$ cat src/rtl/txfifo_pkg.sv
// Package: shared constants and helpers for the transmit watermark FIFO.
// Assumes the control word is 16 bits, laid out as code | free count | zero byte.
package txfifo_pkg;

    localparam int CTRL_W   = 16;
    localparam int WM_W     = 3;
    localparam int FREE_W   = 5;
    localparam int PAD_W    = CTRL_W - WM_W - FREE_W;
    localparam int WM_LSB   = CTRL_W - WM_W;
    localparam int FREE_LSB = PAD_W;

    typedef logic [WM_W-1:0] wm_code_t;

    localparam wm_code_t WM_ALL     = 3'b000;
    localparam wm_code_t WM_QUARTER = 3'b100;
    localparam wm_code_t WM_HALF    = 3'b101;
    localparam wm_code_t WM_3QUART  = 3'b110;
    localparam wm_code_t WM_ANY     = 3'b111;

    // Legal codes are the ones with a defined threshold.
    function automatic logic wm_legal(wm_code_t code);
        return (code == WM_ALL) || code[2];
    endfunction

    // Free entries needed before a request is raised.
    function automatic int unsigned wm_threshold(wm_code_t code, int unsigned depth);
        case (code)
            WM_QUARTER: return (depth * 3) / 4;
            WM_HALF:    return depth / 2;
            WM_3QUART:  return depth / 4;
            WM_ANY:     return 1;
            default:    return depth;
        endcase
    endfunction

endpackage

$ cat src/rtl/txfifo_store.sv
// Module: circular data store with wrap-around read and write pointers.
// Assumes the caller only asserts push_ok/pop_ok when the operation is legal.
module txfifo_store #(
    parameter int DATA_W = 16,
    parameter int DEPTH  = 16
) (
    input  logic              clk,
    input  logic              rst_n,
    input  logic              push_ok,
    input  logic [DATA_W-1:0] push_data,
    input  logic              pop_ok,
    output logic [DATA_W-1:0] head_data
);
    localparam int AW = (DEPTH > 1) ? $clog2(DEPTH) : 1;
    localparam logic [AW-1:0] LAST = AW'(DEPTH - 1);

    logic [DATA_W-1:0] mem [DEPTH];
    logic [AW-1:0]     wr_ptr;
    logic [AW-1:0]     rd_ptr;

    // Advance a pointer by one entry, wrapping after the last one.
    function automatic logic [AW-1:0] bump(logic [AW-1:0] p);
        return (p == LAST) ? '0 : p + 1'b1;
    endfunction

    // Pointer update on accepted push and pop.
    always_ff @(posedge clk) begin
        if (!rst_n) begin
            wr_ptr <= '0;
            rd_ptr <= '0;
        end else begin
            if (push_ok) wr_ptr <= bump(wr_ptr);
            if (pop_ok)  rd_ptr <= bump(rd_ptr);
        end
    end

    // Data write into the slot under the write pointer.
    always_ff @(posedge clk) begin
        if (push_ok) mem[wr_ptr] <= push_data;
    end

    assign head_data = mem[rd_ptr];

endmodule

$ cat src/rtl/txfifo_occ.sv
// Module: occupancy tracking, accept decisions and sticky misuse flags.
// Assumes push and pop are single-cycle strobes; flags clear only on reset.
module txfifo_occ #(
    parameter int DEPTH = 16,
    parameter int CNT_W = $clog2(DEPTH + 1)
) (
    input  logic             clk,
    input  logic             rst_n,
    input  logic             push,
    input  logic             pop,
    output logic             push_ok,
    output logic             pop_ok,
    output logic [CNT_W-1:0] free_cnt,
    output logic             empty,
    output logic             ovf_flag,
    output logic             udf_flag
);
    localparam logic [CNT_W-1:0] FULL_CNT = CNT_W'(DEPTH);

    logic [CNT_W-1:0] used_cnt;
    logic             full;

    assign full    = (used_cnt == FULL_CNT);
    assign empty   = (used_cnt == '0);
    assign pop_ok  = pop && !empty;
    assign push_ok = push && (!full || pop_ok);
    assign free_cnt = FULL_CNT - used_cnt;

    // Stored-word count follows accepted operations.
    always_ff @(posedge clk) begin
        if (!rst_n) begin
            used_cnt <= '0;
        end else begin
            case ({push_ok, pop_ok})
                2'b10:   used_cnt <= used_cnt + 1'b1;
                2'b01:   used_cnt <= used_cnt - 1'b1;
                default: used_cnt <= used_cnt;
            endcase
        end
    end

    // Sticky records of rejected pushes and pops.
    always_ff @(posedge clk) begin
        if (!rst_n) begin
            ovf_flag <= 1'b0;
            udf_flag <= 1'b0;
        end else begin
            if (push && !push_ok) ovf_flag <= 1'b1;
            if (pop && empty)     udf_flag <= 1'b1;
        end
    end

endmodule

$ cat src/rtl/txfifo_cfg.sv
// Module: watermark code register with rejection of prohibited codes.
// Assumes only the code bits of the written word matter.
module txfifo_cfg
    import txfifo_pkg::*;
(
    input  logic              clk,
    input  logic              rst_n,
    input  logic              wr_en,
    input  logic [CTRL_W-1:0] wdata,
    output wm_code_t          code,
    output logic              cfg_err
);
    wm_code_t new_code;
    logic     unused_low;

    assign new_code   = wdata[WM_LSB +: WM_W];
    assign unused_low = ^wdata[WM_LSB-1:0];

    // Keep the last legal code; flag prohibited ones.
    always_ff @(posedge clk) begin
        if (!rst_n) begin
            code    <= WM_ALL;
            cfg_err <= 1'b0;
        end else if (wr_en) begin
            if (wm_legal(new_code)) code    <= new_code;
            else                    cfg_err <= 1'b1;
        end
    end

endmodule

$ cat src/rtl/txfifo_req.sv
// Module: registered transfer request from free count and watermark code.
// Assumes the code is always legal (guaranteed by the code register).
module txfifo_req
    import txfifo_pkg::*;
#(
    parameter int DEPTH = 16,
    parameter int CNT_W = $clog2(DEPTH + 1)
) (
    input  logic             clk,
    input  logic             rst_n,
    input  wm_code_t         code,
    input  logic [CNT_W-1:0] free_cnt,
    output logic             req
);
    logic [CNT_W-1:0] thresh;

    assign thresh = CNT_W'(wm_threshold(code, DEPTH));

    // Re-evaluate the request every cycle; reset matches the empty FIFO.
    always_ff @(posedge clk) begin
        if (!rst_n) req <= 1'b1;
        else        req <= (free_cnt >= thresh);
    end

endmodule

$ cat src/rtl/tx_fifo_wm.sv
// Module: transmit FIFO with watermark-driven transfer request (top).
// Assumes DEPTH fits the 5-bit free field of the control word.
module tx_fifo_wm
    import txfifo_pkg::*;
#(
    parameter int DATA_W = 16,
    parameter int DEPTH  = 16
) (
    input  logic              clk,
    input  logic              rst_n,
    input  logic              wr_valid,
    input  logic [DATA_W-1:0] wr_data,
    input  logic              rd_en,
    output logic [DATA_W-1:0] rd_data,
    output logic              fifo_empty,
    input  logic              reg_wr,
    input  logic [CTRL_W-1:0] reg_wdata,
    output logic [CTRL_W-1:0] reg_rdata,
    output logic              tx_req,
    output logic              err_cfg,
    output logic              err_ovf,
    output logic              err_udf
);
    localparam int CNT_W = $clog2(DEPTH + 1);

    logic             push_ok;
    logic             pop_ok;
    logic [CNT_W-1:0] free_cnt;
    wm_code_t         wm_code;

    txfifo_occ #(.DEPTH(DEPTH), .CNT_W(CNT_W)) u_occ (
        .clk(clk), .rst_n(rst_n), .push(wr_valid), .pop(rd_en),
        .push_ok(push_ok), .pop_ok(pop_ok), .free_cnt(free_cnt),
        .empty(fifo_empty), .ovf_flag(err_ovf), .udf_flag(err_udf)
    );

    txfifo_store #(.DATA_W(DATA_W), .DEPTH(DEPTH)) u_store (
        .clk(clk), .rst_n(rst_n), .push_ok(push_ok), .push_data(wr_data),
        .pop_ok(pop_ok), .head_data(rd_data)
    );

    txfifo_cfg u_cfg (
        .clk(clk), .rst_n(rst_n), .wr_en(reg_wr), .wdata(reg_wdata),
        .code(wm_code), .cfg_err(err_cfg)
    );

    txfifo_req #(.DEPTH(DEPTH), .CNT_W(CNT_W)) u_req (
        .clk(clk), .rst_n(rst_n), .code(wm_code), .free_cnt(free_cnt),
        .req(tx_req)
    );

    assign reg_rdata = {wm_code, FREE_W'(free_cnt), {PAD_W{1'b0}}};

endmodule

$ cat config.mk
export PLATFORM = sky130hd
export DESIGN_NAME = tx_fifo_wm
export DESIGN_NICKNAME = d
export VERILOG_FILES = /design/src/rtl/txfifo_pkg.sv /design/src/rtl/txfifo_store.sv /design/src/rtl/txfifo_occ.sv /design/src/rtl/txfifo_cfg.sv /design/src/rtl/txfifo_req.sv /design/src/rtl/tx_fifo_wm.sv
export SDC_FILE = /design/constraint.sdc
export NUM_CORES = 1
export LEC_CHECK = 0
export BUFFER_PORTS_ARGS = -buffer_cell sky130_fd_sc_hd__buf_4
export CAP_MARGIN = 20
export CORE_AREA = 2 2 275 141
export CTS_CLUSTER_DIAMETER = 200
export DETAILED_ROUTE_END_ITERATION = 6
export DIE_AREA = 0 0 277 143
export SETUP_SLACK_MARGIN = 0.02
export SYNTH_ARGS = -nofsm -noshare
export SYNTH_HDL_FRONTEND = slang
export SYNTH_SLANG_ARGS = --single-unit
$ cat constraint.sdc
create_clock -name clk -period 8.15 [get_ports clk]
set_input_delay 0.4075 -clock clk [delete_from_list [all_inputs] [get_ports clk]]
set_output_delay 0.4075 -clock clk [all_outputs]
set_load 0.01 [all_outputs]
==> impl_metrics.csv <==
group,metric,value,unit
setup_path,timing.reg2reg.worst_path_depth,8,
cells_and_area,layout.nets,700,
die,floorplan.core_area,37000,sq um
synth,ys.warnings.count,0,
timing,timing.final.setup_violations,0,
timing,clock-skew-final,6.90,ps
setup_path,worst_ep_arrival_time,3110,ps
power,power.net_switching,0.944,mW
detailed_routing,drt_first_pass_iters,4,
setup_path,wp_data_required,7740,ps
place,numPortBuffers,52,
die,num_io_pins,74,
clock_tree,clkTransAtPathRegs,60,ps
grt,grt_pass1_vias,5623,
detailed_routing,postRouteAntennaNets,0,
synth,yosysTopAreaCell,"edfxtp_1",
setup_path,startpoint_type,"flip-flop",
setup_path,critical_path.reg2reg.endpoint,"u_store.mem[5][3]$_DFFE_PP_",
power,max-vdd-ir-drop,226,uV
detailed_routing,routed_via_density,4.72,
die,floorplan.initialDensity,29.7,%
power,comb_power_share,21.7,%
place,dp_cells,1109,
cells_and_area,fin_cells,1157,
die,design.die.area,39600,sq um
timing,final.setup.tns,0,ps
place,globalplace.congestion,0.699,
power,netSwitchingFraction,26.0,%
clock_tree,clock_insertion_delay_worst_skew,530,ps
clock_tree,post_cts.resized_instances,0,
timing,timing.final.crit_share,43.2,%
power,power.internal,2.68,mW
setup_path,end_kind,"output port",
timing,clock.fmax,0.284,GHz
timing,grt_setup_unrepaired,"false",
grt,grt_remaining_overflow,0,
timing,time_the_worst_path_needs_with_i_o_delays_and_setup,3520,ps
grt,grt_max_degree,65,
timing,finalMaxSlewViolations,0,
synth,synth.lib_cells_used.distinct,39,
clock_tree,cts_inserted_buffers,26,
power,pwr-share-seq,46.6,%
synth,synth.top_cells.by_area,"edfxtp_1 (70%), mux4_2 (13%), dfxtp_1 (4.4%)",
timing,max_slew.worst_pin.slew,1060,ps
setup_path,crit_type,"flip-flop to output port",
cells_and_area,num_antenna_cells,0,
place,dp.final_hpwl,12600,microns
place,place_ws,4590,ps
cells_and_area,drive_above_1_share,28.5,%
clock_tree,tritoncts_num_sinks,280,
hold_path,worstHoldPathType,"input port to flip-flop",
grt,wire_length_of_the_first_global_routing_pass,33500,microns
outcome,run_status,"finished clean",
synth,postSynthAreaPerCell,19.2,sq um
power,static-leakage-power,4.17,nW
clock_tree,cts_tree,"built",
timing,smallest_setup_slack_after_layout,4630,ps
synth,proportion_of_synthesized_chip_area_in_sequential_cells,74.1,%
detailed_routing,drc_violation_count_after_routing,0,
detailed_routing,vias,5465,
power,p_clk_share,31.7,%
die,die_x,277,microns
hold_path,worstHoldStart,"rd_en",
die,core.rowCount,50,
power,power.density,282,nW/um^2
cells_and_area,layout-area-overhead-vs-synth,16.8,%
setup_path,path_max_fanout,39,
flow_run,maxCapViolCount,0,
grt,antenna_found_initial,0,
timing,timing.max_slew.rel_slack,29.1,%
clock_tree,ctsHtreeMaxLevel,1,
synth,netlist_area,11000,sq um
detailed_routing,detail_route.wirelength,22400,microns
grt,grtUsageTotal,11.3,%
clock_tree,post_cts_buffers,0,
timing,finalHoldViolations,0,
clock_tree,root_buffer,"clkbuf_16",
detailed_routing,drt_first_iter_violations,404,
die,die-height,143,microns
detailed_routing,wire_per_inst,19.4,microns
synth,synthCells,575,
synth,ys_ff_latch,280,
setup_path,endpoint,"rd_data[9]",
setup_path,setup.reg_to_reg.worst_slack,4660,ps
synth,synth_largest_type_area_fraction,69.8,%
setup_path,r2r-start,"u_occ.used_cnt[0]$_SDFFE_PN0P_",
clock_tree,cts_max_path_bufs,3,
clock_tree,holdBufCountCts,0,
-- registers in the layout, indices dropped and copies added (netlist names), named ones only --
| signal | count |
|---|---|
| u_cfg.cfg_err | 1 |
| u_req.req | 1 |
| u_occ.ovf_flag | 1 |
| u_store.wr_ptr | 4 |
| u_cfg.code | 3 |
| u_store.rd_ptr | 4 |
| u_occ.udf_flag | 1 |
| u_occ.used_cnt | 5 |
| u_store.mem | 256 |
-- final cells by class --
cell class	count	area [sq um]
inverters	13	48.8
flip-flops and latches	280	8170
repair buffers	72	571
well taps	494	618
clock inverters	11	120
fillers	3486	24200
multi-input cells	254	2660
clock buffers	33	677
-- cells by family after synthesis --
logic type | Yosys count | share of synthesized area (%)
AND/OR/NAND/NOR | 91 | 3.69
flip-flops | 280 | 74.1
buffers and inverters | 48 | 2.40
other | 1 | 0.0340
multiplexers | 66 | 13.3
XOR/XNOR | 6 | 0.477
AO/OA/AOI/OAI | 67 | 4.11
adder cells (fa/ha/maj) | 16 | 1.89
-- cells in the final DEF, fill, tap and decap left out, drive strengths merged, types with 7 or more instances in the layout --
master | netlist | final
inv | 13 | 13
nand2 | 30 | 30
nor3 | 11 | 11
dfxtp | 24 | 24
ha | 15 | 15
clkbuf | 11 | 33
edfxtp | 256 | 256
o21ai | 9 | 9
buf | 24 | 72
nor2 | 29 | 29
mux4 | 64 | 64
clkinv | 0 | 7
a22oi | 32 | 32
a21oi | 14 | 14
conb | 1 | 8
-- Yosys cell counts, drive strengths merged --
master and n:
o311ai 1, xnor2 2, nor3b 2, and3 2, ha 15, xor2 4, mux2i 2, dfxtp 24
nand2b 6, a311oi 1, or3 2, inv 13, nand2 30, nor2b 2, nand3 4, mux4 64
buf 24, conb 1, a31o 1, a21o 2, fa 1, o32ai 1, nor3 11, o2111ai 1
a31oi 2, o21ai 9, edfxtp 256, a22oi 32, nor2 29, a21boi 2, and2b 1, and2 2
clkbuf 11, a21oi 14, o211ai 1
-- layer usage --
layer / up-vias / part of all wire (%) / track usage [%]
li1: 2439 / - / -
met3: 32 / 4.6 / 1.70
met5: - / 0 / 0
met1: 2864 / 46 / 15.5
met4: 0 / 1.7 / 3.38
met2: 130 / 48 / 18.6
-- per-stage QoR --
step | cell area, sq um | hold slack, ps | total power [mW] | util [%]
global route | 12900 | 158 | 3.80 | 34.7
floorplan | 11000 | 468 | 2.28 | -
detailed placement | 12000 | 468 | 2.52 | 32.4
CTS | 12800 | 113 | 3.67 | 34.6
finish | 12900 | 128 | 3.63 | 34.7
global placement | 12000 | 462 | 2.51 | 32.4
-- worst max-delay path, cell delays in order (launching register included) --
cell	delay [ps]
dfxtp_4	700
buf_4	740
mux4_2	600
a22oi_1	240
nand2_1	110
buf_4	150
-- power groups by stage --
stage / Sequential, mW / Clock [mW] / Combinational, mW
final: 1.69 / 1.15 / 0.787
after global routing: 1.70 / 1.24 / 0.862
after CTS: 1.69 / 1.18 / 0.805
after detailed placement: 1.72 / 0 / 0.801
after global placement: 1.72 / 0 / 0.786
after floorplan: 1.68 / 0 / 0.599
-- worst min-delay path by stage --
| stage | to | slack, ps | cells past startpoint |
|---|---|---|---|
| 6_report | u_occ.udf_flag$_SDFFE_PN0P_ | 130 | 3 |
| 5_1_grt | u_store.mem[3][7]$_DFFE_PP_ | 160 | 1 |
| 4_1_cts | u_occ.udf_flag$_SDFFE_PN0P_ | 110 | 3 |
| 3_5_place_dp | u_occ.ovf_flag$_SDFFE_PN0P_ | 470 | 2 |
| 3_3_place_gp | u_occ.udf_flag$_SDFFE_PN0P_ | 460 | 2 |
| 2_1_floorplan | flip-flop | 470 | 2 |
No activity file was read; power rests on OpenSTA's default activity.
